File: src/rtl/rx10_framer.sv
module rx10_framer #(
  parameter int QDEPTH = 4
) (
  input  logic       clk,
  input  logic       rst_n,
  input  logic       strip_pre,
  input  logic       carrier,
  input  logic       rx_bit,
  input  logic       eof,
  output logic       crs,
  output logic       rx_dv,
  output logic [3:0] rxd,
  output logic       rxd_stb
);

  localparam int CW = $clog2(QDEPTH + 1);
  localparam logic [3:0] PRE_NIB = 4'h5;
  localparam logic [3:0] SFD_NIB = 4'hD;

  typedef enum logic [1:0] {S_IDLE, S_PRE, S_DATA, S_DRAIN} state_t;

  state_t          st;
  logic [1:0]      ph;
  logic            prev;
  logic [2:0]      sh;
  logic            mode_q;
  logic            pre_odd;
  logic [3:0]      q   [QDEPTH];
  logic [3:0]      q_n [QDEPTH];
  logic [CW-1:0]   cnt;
  logic [CW-1:0]   cnt_n;

  logic       slot, sfd_hit, push_en, pad;
  logic [3:0] nib_in;

  assign slot    = (ph == 2'd3);
  assign sfd_hit = carrier && !eof && prev && rx_bit;
  assign push_en = (st == S_DATA) && !eof;
  assign nib_in  = {rx_bit, sh};
  assign pad     = !mode_q && pre_odd;

  always_comb begin
    for (int i = 0; i < QDEPTH - 1; i++) q_n[i] = q[i+1];
    q_n[QDEPTH-1] = 4'd0;
    cnt_n = cnt - CW'(1);
    if (push_en) begin
      for (int i = 0; i < QDEPTH; i++)
        if (CW'(i) == cnt_n) q_n[i] = nib_in;
      cnt_n = cnt_n + CW'(1);
    end
  end

  always_ff @(posedge clk) begin
    if (!rst_n) begin
      st      <= S_IDLE;
      ph      <= 2'd0;
      prev    <= 1'b0;
      sh      <= 3'd0;
      mode_q  <= 1'b0;
      pre_odd <= 1'b0;
      cnt     <= '0;
      crs     <= 1'b0;
      rx_dv   <= 1'b0;
      rxd     <= 4'd0;
      rxd_stb <= 1'b0;
      for (int i = 0; i < QDEPTH; i++) q[i] <= 4'd0;
    end else begin
      rxd_stb <= 1'b0;
      case (st)
        S_IDLE: begin
          ph <= 2'd0;
          if (carrier && !eof) begin
            st      <= S_PRE;
            mode_q  <= strip_pre;
            crs     <= 1'b1;
            prev    <= rx_bit;
            cnt     <= '0;
            pre_odd <= !strip_pre;
            if (!strip_pre) begin
              rx_dv   <= 1'b1;
              rxd     <= PRE_NIB;
              rxd_stb <= 1'b1;
            end
          end
        end

        S_PRE: begin
          if (!carrier || eof) begin
            st    <= S_IDLE;
            crs   <= 1'b0;
            rx_dv <= 1'b0;
            rxd   <= 4'd0;
            ph    <= 2'd0;
          end else if (sfd_hit) begin
            st <= S_DATA;
            ph <= 2'd0;
            for (int i = 0; i < QDEPTH; i++) q[i] <= 4'd0;
            q[0] <= PRE_NIB;
            q[1] <= pad ? PRE_NIB : SFD_NIB;
            q[2] <= pad ? SFD_NIB : 4'd0;
            cnt  <= pad ? CW'(3) : CW'(2);
          end else begin
            prev <= rx_bit;
            ph   <= ph + 2'd1;
            if (slot && !mode_q) begin
              rxd     <= PRE_NIB;
              rxd_stb <= 1'b1;
              pre_odd <= !pre_odd;
            end
          end
        end

        S_DATA: begin
          if (!carrier) begin
            st    <= S_IDLE;
            crs   <= 1'b0;
            rx_dv <= 1'b0;
            rxd   <= 4'd0;
            ph    <= 2'd0;
            cnt   <= '0;
          end else begin
            ph <= ph + 2'd1;
            if (!eof) sh <= {rx_bit, sh[2:1]};
            if (slot) begin
              for (int i = 0; i < QDEPTH; i++) q[i] <= q_n[i];
              cnt     <= cnt_n;
              rxd     <= q[0];
              rx_dv   <= 1'b1;
              rxd_stb <= 1'b1;
            end
            if (eof) st <= S_DRAIN;
          end
        end

        default: begin
          ph <= ph + 2'd1;
          if (slot) begin
            if (cnt != '0) begin
              for (int i = 0; i < QDEPTH; i++) q[i] <= q_n[i];
              cnt     <= cnt_n;
              rxd     <= q[0];
              rxd_stb <= 1'b1;
            end else begin
              st    <= S_IDLE;
              crs   <= 1'b0;
              rx_dv <= 1'b0;
              rxd   <= 4'd0;
              ph    <= 2'd0;
            end
          end
        end
      endcase
    end
  end

  p_dv_within_crs_r2: assert property (@(posedge clk) disable iff (!rst_n)
    rx_dv |-> crs);

  p_rxd_quiet_r8: assert property (@(posedge clk) disable iff (!rst_n)
    !rx_dv |-> (rxd == 4'd0));

  p_crs_opens_dv_by_mode_r3: assert property (@(posedge clk) disable iff (!rst_n)
    $rose(crs) |-> (rx_dv == !mode_q));

  p_strip_opens_on_5_r2: assert property (@(posedge clk) disable iff (!rst_n)
    $rose(rx_dv) && $past(crs) |-> (rxd == PRE_NIB));

  p_carrier_loss_r7: assert property (@(posedge clk) disable iff (!rst_n)
    ((st == S_PRE) || (st == S_DATA)) && !carrier |=> !crs && !rx_dv && (rxd == 4'd0));

  p_eof_in_preamble_r11: assert property (@(posedge clk) disable iff (!rst_n)
    (st == S_PRE) && eof |=> !crs && !rx_dv);

  p_crs_falls_with_dv_r6: assert property (@(posedge clk) disable iff (!rst_n)
    $fell(crs) |-> !rx_dv);

  p_dv_falls_with_crs_r6: assert property (@(posedge clk) disable iff (!rst_n)
    $fell(rx_dv) |-> !crs);

  p_no_overflow_r6: assert property (@(posedge clk) disable iff (!rst_n)
    cnt <= CW'(3));

  p_stb_single_r9: assert property (@(posedge clk) disable iff (!rst_n)
    rxd_stb |=> !rxd_stb);

  p_rxd_moves_on_stb_r9: assert property (@(posedge clk) disable iff (!rst_n)
    rx_dv && $past(rx_dv) && !$stable(rxd) |-> rxd_stb);

  p_mode_held_r10: assert property (@(posedge clk) disable iff (!rst_n)
    crs && $past(crs) |-> $stable(mode_q));

endmodule

File: config.mk
export PLATFORM = sky130hd
export DESIGN_NAME = rx10_framer
export DESIGN_NICKNAME = d
export VERILOG_FILES = /design/src/rtl/rx10_framer.sv
export SDC_FILE = /design/constraint.sdc
export NUM_CORES = 1
export LEC_CHECK = 0
export CORE_UTILIZATION = 45
export CTS_CLUSTER_SIZE = 25
export DETAILED_ROUTE_END_ITERATION = 10
export DONT_BUFFER_PORTS = 1
export HOLD_SLACK_MARGIN = 0.02
export PLACE_DENSITY_LB_ADDON = 0.05
export SYNTH_ARGS = -nofsm -noshare
export SYNTH_HDL_FRONTEND = slang
export SYNTH_SLANG_ARGS = --single-unit
export TNS_END_PERCENT = 5
File: constraint.sdc
create_clock -name clk -period 3 [get_ports clk]
set_input_delay 0.75 -clock clk [delete_from_list [all_inputs] [get_ports clk]]
set_output_delay 0.75 -clock clk [all_outputs]
set_load 0.005 [all_outputs]
==> flow_summary.yaml, run 1 <==
outcome:
  run_status: "finished, final reports clean"
critical_path:
  reg2reg_depth: 7
  crit_path_frequent_cell: "sky130_fd_sc_hd__ha_1"
  r2r_setup_slack_ns: 0.71
  cp_max_fo: 7
  required_time_at_the_endpoint_of_the_critical_path_ns: 3.03
  worstReg2RegStart: "cnt[0]$_SDFFE_PN0P_"
  path_class: "register to register"
  worstPathArrival_ns: 2.32
  cp_num_buf_inv: 1
  startpoint_type: "register"
  timing.rr.end: "q[0][10]$_DFFE_PP_"
  slowest_stage_cell_cp: "sky130_fd_sc_hd__nor4b_4"
  worst_path_largest_cell_delay_ns: 0.42
  crit_path_cell_trace: "inv_1 -> ha_1 -> ha_1 -> nor4b_4 -> nand2_1 -> mux2i_1 -> o21ai_0"
  worst_setup_path_end_kind: "register"
  crit_family: "simple AND/OR/NAND/NOR gates"
worst_hold_path:
  worst_hold_path_depth: 1
  classification_of_the_worst_slack_hold_path: "register to register"
  holdPathEnd: "ph[0]$_SDFF_PN0_"
  min-delay-start: "ph[0]$_SDFF_PN0_"
global_routing:
  grt_antenna_before_repair: 0
  grt_usage: 0.1961
  grt_first_pass_wirelength_mm: 7.334
  grt_start_max_net_pins: 24
  grt_overflow: 0
  first_global_vias: 1474
power_and_ir_drop:
  power.switching_fraction: 0.2774
  internal_power_summed_over_all_cells_mw: 0.7731
  switching_power_mw: 0.2969
  vdd_drop_max_mv: 0.2269
  power.sequential.fraction: 0.523
  power.density_nw_per_um2: 493.2
  clockPowerShare: 0.316
  static-leakage-power_nw: 0.8420
  power.combinational.fraction: 0.161
  design_power_total_mw: 1.070
cells_and_area:
  final_area_um2: 2170
  final_layout_size_suffix_gt1_frac: 0.09953
  final_nets: 224
  finalNonFillerCells: 263
  syn_to_final_growth_pct: 5.925
  layout_common_cells: "sky130_fd_sc_hd__nand2_1, sky130_fd_sc_hd__dfxtp_1, sky130_fd_sc_hd__mux2i_1"
  leading_cell_type_in_the_layout_fill_and_taps_excluded: "sky130_fd_sc_hd__nand2_1"
  num_antenna_cells: 0
  utilization: 0.4983
cts:
  cts-root-buf: "sky130_fd_sc_hd__clkbuf_8"
  cts_resizes: 0
  holdBufCountCts: 0
  htree_num_levels: 2
  cts_buffer_depth: 2
  clkLatencyLatePin_ns: 0.29
  cts.sink_count: 36
  postCtsSetupBuffers: 0
  cts_tree: "yes"
  clk_pin_slew_ns: 0.07
  numCtsBuffers: 5
place:
  dp_slack_ns: 0.7410
  gp_routability_congestion: 0.7876
  place.detailed.hpwl_mm: 3.292
  place_area_um2: 2082
  portBuffers: 0
  place_inst: 255
drt:
  route.detailed.wl_per_inst_um: 16.69
  detail-route-antenna-nets: 0
  initialDrtViolationCount: 133
  postRouteWirelength_mm: 4.390
  detailroute.via_count: 1543
  drt-vias-per-instance: 5.867
  drt_pass1_iterations: 4
  drc_errors: 0
sta:
  timing.max_slew.rel_slack: 0.6305
  fin_worst_hold_slack_ns: 0.4413
  report.final.slew_viol_count: 0
  final.setup_skew_ns: 0.004555
  layout_worst_path_cycle_share: 0.7624
  timing.setup.tns_ns: 0
  period_needed_ns: 2.287
  unrepaired_setup_endpoints_after_global_routing: "false"
  final-hold-violation-count: 0
  fmax_ghz: 0.4372
  setup_viol: 0
  final_critical_path_setup_slack_ns: 0.7129
  timing_worst_slew_pin_value_ns: 0.5531
job:
  max_cap_violations: 0
floorplan:
  row_count: 24
  fp.coreArea_um2: 4354
  initial_core_utilization: 0.4704
  dieArea_um2: 4825
  die_width_um: 69.47
  chipHeight_um: 69.47
  floorplan.io_pins: 13
synthesis:
  synthFlopType: "sky130_fd_sc_hd__dfxtp_1"
  synth_edf_count: 16
  number_of_nets_in_the_synthesized_netlist: 224
  synth_area_um2: 2048
  yosysSeqAreaShare: 0.4301
  syn-mean-instance-area_um2: 9.753
  ys_ff_latch: 36
  yosys.cell_types.count: 50
  netlist_instances: 210
  synthArstFlopShare: 0
  synth-warning-count: 0
[worst reg2reg max path: cells and delay by family, from the launching register on]
family | cells | cell delay, ns
AO/OA/AOI/OAI | 1 | 0.09
adder cells (fa/ha/maj) | 2 | 0.58
buffers and inverters | 1 | 0.13
flip-flops | 1 | 0.38
multiplexers | 1 | 0.19
AND/OR/NAND/NOR | 2 | 0.66
[kinds of logic (layout without fill, tap and decap cells)]
kind of cell	count (synthesis)	count (layout)	share of synthesized area
AND/OR/NAND/NOR	80	80	0.2279
AO/OA/AOI/OAI	50	50	0.1600
flip-flops	36	36	0.4301
multiplexers	18	18	0.08796
buffers and inverters	17	18	0.04093
adder cells (fa/ha/maj)	8	8	0.04887
XOR/XNOR	1	1	0.004277
[cell usage after synthesis, drive strengths merged (2+ instances only)]
cell	n	share of area
inv	6	0.011
o211ai	2	0.0073
nand2b	5	0.015
and3	2	0.0061
nor4b	2	0.016
a21oi	11	0.027
o22ai	5	0.015
buf	6	0.021
mux2i	18	0.088
nor2	9	0.016
nand2	21	0.038
nand3b	2	0.0073
or2	3	0.0092
a21o	2	0.0073
nor2b	4	0.012
nand3	10	0.024
or4	2	0.0092
nor3	4	0.012
and2	5	0.015
edfxtp	16	0.23
nor3b	5	0.021
o21ai	14	0.036
o221ai	5	0.021
o21a	2	0.0073
ha	8	0.049
clkbuf	5	0.0092
dfxtp	20	0.20
[flip-flops by register name, indices dropped and copies added, names as in the netlist, 2 cells and up]
| signal | cells |
|---|---|
| cnt | 3 |
| ph | 2 |
| q | 16 |
| rxd | 4 |
| sh | 3 |
| st | 2 |
[power groups by stage]
| stage | clock (mW) | sequential [mW] | combinational [mW] |
|---|---|---|---|
| floorplan | 0 | 0.563 | 0.147 |
| global placement | 0 | 0.570 | 0.169 |
| detailed placement | 0 | 0.571 | 0.170 |
| CTS | 0.350 | 0.559 | 0.172 |
| global route | 0.370 | 0.563 | 0.193 |
| finish | 0.339 | 0.559 | 0.172 |
[worst max-delay path by stage]
stage | to | startpoint | slack (ns) | cells after the start
2_1_floorplan | q[0][10]$_DFFE_PP_ | eof | 0.82 | 3
4_1_cts | q[0][10]$_DFFE_PP_ | cnt[0]$_SDFFE_PN0P_ | 0.72 | 7
3_5_place_dp | q[0][10]$_DFFE_PP_ | cnt[0]$_SDFFE_PN0P_ | 0.74 | 7
5_1_grt | q[0][7]$_DFFE_PP_ | cnt[0]$_SDFFE_PN0P_ | 0.58 | 7
3_3_place_gp | q[0][10]$_DFFE_PP_ | cnt[0]$_SDFFE_PN0P_ | 0.78 | 7
6_report | q[0][10]$_DFFE_PP_ | cnt[0]$_SDFFE_PN0P_ | 0.71 | 7
[per-layer routing]
layer / part of all wire / global-route usage
met5: 0 / 0
met1: 0.46 / 0.2474
met3: 0.050 / 0.05087
met2: 0.48 / 0.3279
met4: 0.014 / 0.06122
[layout make-up]
class / count / area, um2
sequential: 36 / 880.8
fill: 416 / 2185
tap: 52 / 65.06
inverter: 6 / 22.52
clock buffer: 5 / 68.82
clock inverter: 3 / 18.77
timing repair buffer: 4 / 30.03
multi-input combinational: 157 / 1084
Power figures use the tool's default switching activity.
==> run 2, diff against run 1 <==
clock period = 2.1 ns   (was 3 ns; I/O delays follow)
==> run 2 against run 1 <==
Net effect:
- sequential power up 42%
- global-route usage grew 2.8 points
- first-iteration DRC count decreased by 20%
- critical path type unchanged
- cell count increased by 5.3%
- largest cell class unchanged
==> flow_summary.yaml, run 2 (same netlist as run 1, synthesis figures left out) <==
power_and_ir_drop:
  power.switching_fraction: 0.2821
  switching_power_mw: 0.4408
  power.density_nw_per_um2: 680.9
  vdd_drop_max_mv: 0.3706
  static-leakage-power_nw: 0.9137
  clockPowerShare: 0.308
  design_power_total_mw: 1.562
  internal_power_summed_over_all_cells_mw: 1.122
  power.combinational.fraction: 0.183
  power.sequential.fraction: 0.509
cells_and_area:
  syn_to_final_growth_pct: 12.03
  num_antenna_cells: 0
  final_area_um2: 2295
  leading_cell_type_in_the_layout_fill_and_taps_excluded: "sky130_fd_sc_hd__dfxtp_1"
  utilization: 0.5270
  largest_register_ffs: 16
  final_layout_size_suffix_gt1_frac: 0.1644
  largest-register: "q"
  layout_common_cells: "sky130_fd_sc_hd__dfxtp_1, sky130_fd_sc_hd__mux2i_1, sky130_fd_sc_hd__nand2_1, sky130_fd_sc_hd__buf_4, sky130_fd_sc_hd__edfxtp_1"
  finalNonFillerCells: 277
  final_nets: 238
  layout_top_registers: "q (16), rxd (4)"
  fillers: 409
floorplan:
  row_count: 24
  die_width_um: 69.47
  fp.coreArea_um2: 4354
  dieArea_um2: 4825
  floorplan.io_pins: 13
  initial_core_utilization: 0.4704
  chipHeight_um: 69.47
sta:
  final.setup_skew_ns: 0.01410
  final-hold-violation-count: 0
  unrepaired_setup_endpoints_after_global_routing: "true"
  layout_worst_path_cycle_share: 0.9716
  period_needed_ns: 2.040
  fin_worst_hold_slack_ns: 0.3468
  timing.max_slew.rel_slack: 0.6862
  fmax_ghz: 0.4901
  setup_viol: 0
  timing_worst_slew_pin_value_ns: 0.4707
  report.final.slew_viol_count: 0
critical_path:
  crit_path_frequent_cell: "sky130_fd_sc_hd__ha_1"
  path_class: "register to register"
  worst_path_largest_cell_delay_ns: 0.35
  worst_setup_path_end_kind: "register"
  crit_family: "adder cells"
  startpoint_type: "register"
  worstReg2RegStart: "cnt[1]$_SDFFE_PN0P_"
  worstPathArrival_ns: 2.23
  reg2reg_depth: 7
  crit_path_cell_trace: "inv_1 -> ha_1 -> ha_1 -> inv_1 -> ha_1 -> o32a_1 -> o41ai_2"
  required_time_at_the_endpoint_of_the_critical_path_ns: 2.29
  cp_max_fo: 3
  cp_num_buf_inv: 2
  timing.rr.end: "cnt[2]$_SDFFE_PN0P_"
  r2r_setup_slack_ns: 0.06
  slowest_stage_cell_cp: "sky130_fd_sc_hd__dfxtp_1"
global_routing:
  first_global_vias: 1702
  grt_usage: 0.2245
  grt_start_max_net_pins: 24
  grt_first_pass_wirelength_mm: 8.355
  grt_antenna_before_repair: 0
  grt_overflow: 0
place:
  gp_routability_congestion: 0.8232
  place_area_um2: 2180
  place.detailed.hpwl_mm: 3.594
  portBuffers: 0
  place_inst: 268
drt:
  route.detailed.wl_per_inst_um: 17.81
  detailroute.via_count: 1676
  drc_errors: 0
  initialDrtViolationCount: 107
  drt-vias-per-instance: 6.051
  detail-route-antenna-nets: 0
  postRouteWirelength_mm: 4.934
  drt_pass1_iterations: 4
worst_hold_path:
  holdPathEnd: "crs$_SDFFE_PN0P_"
  classification_of_the_worst_slack_hold_path: "input port to register"
  min-delay-start: "rst_n"
  worst_hold_path_depth: 1
cts:
  cts-root-buf: "sky130_fd_sc_hd__clkbuf_8"
  htree_num_levels: 2
  cts_buffer_depth: 2
  clkLatencyLatePin_ns: 0.30
  cts_tree: "yes"
  holdBufCountCts: 0
  clk_pin_slew_ns: 0.07
  numCtsBuffers: 5
  cts.sink_count: 36
outcome:
  run_status: "finished, final reports clean"
job:
  max_cap_violations: 0
run 2: what timing repair did:
item                                    CTS  global route
gates resized for setup                   0             9
endpoints found under the setup margin    0            25
buffers inserted                          0             1
run 2: worst max path at each step:
stage | slack, ns | to | depth (start not counted) | from
5_1_grt | -0.005 | cnt[2]$_SDFFE_PN0P_ | 7 | cnt[1]$_SDFFE_PN0P_
2_1_floorplan | 0.06 | q[0][7]$_DFFE_PP_ | 7 | cnt[0]$_SDFFE_PN0P_
4_1_cts | 0.03 | q[0][8]$_DFFE_PP_ | 7 | cnt[1]$_SDFFE_PN0P_
3_3_place_gp | 0.08 | q[0][14]$_SDFFCE_PN0P_ | 7 | cnt[0]$_SDFFE_PN0P_
3_5_place_dp | 0.03 | q[0][8]$_DFFE_PP_ | 7 | cnt[1]$_SDFFE_PN0P_
6_report | 0.06 | cnt[2]$_SDFFE_PN0P_ | 7 | cnt[1]$_SDFFE_PN0P_
run 2: power groups by stage:
stage	combinational, mW	clock [mW]	sequential (mW)
2_1_floorplan	0.210	0	0.804
3_3_place_gp	0.268	0	0.809
3_5_place_dp	0.277	0	0.811
4_1_cts	0.278	0.488	0.795
5_1_grt	0.318	0.509	0.799
6_report	0.286	0.481	0.795
run 2: metrics by stage:
| step | TNS, ns | setup slack [ns] |
|---|---|---|
| 3_3_place_gp | 0 | 0.07593 |
| 3_5_place_dp | 0 | 0.02932 |
| 5_1_grt | -0.006135 | -0.005231 |
| 4_1_cts | 0 | 0.02657 |
| 6_report | 0 | 0.05964 |
| 2_1_floorplan | 0 | 0.06089 |
run 2: metal layers:
layer,track usage,vias up,part of all wire
met5,0,-,0
met4,0.08163,0,0.028
met3,0.06977,13,0.055
met2,0.3679,56,0.48
met1,0.2775,804,0.44
li1,-,803,-
run 2: area by class of cell:
class / instances / area [um2] / area share
clock buffer: 6 / 72.57 / 0.03162
timing repair buffer: 18 / 135.1 / 0.05889
tap: 52 / 65.06 / 0.02835
sequential: 36 / 880.8 / 0.3839
clock inverter: 2 / 7.507 / 0.003272
multi-input combinational: 157 / 1111 / 0.4842
inverter: 6 / 22.52 / 0.009815
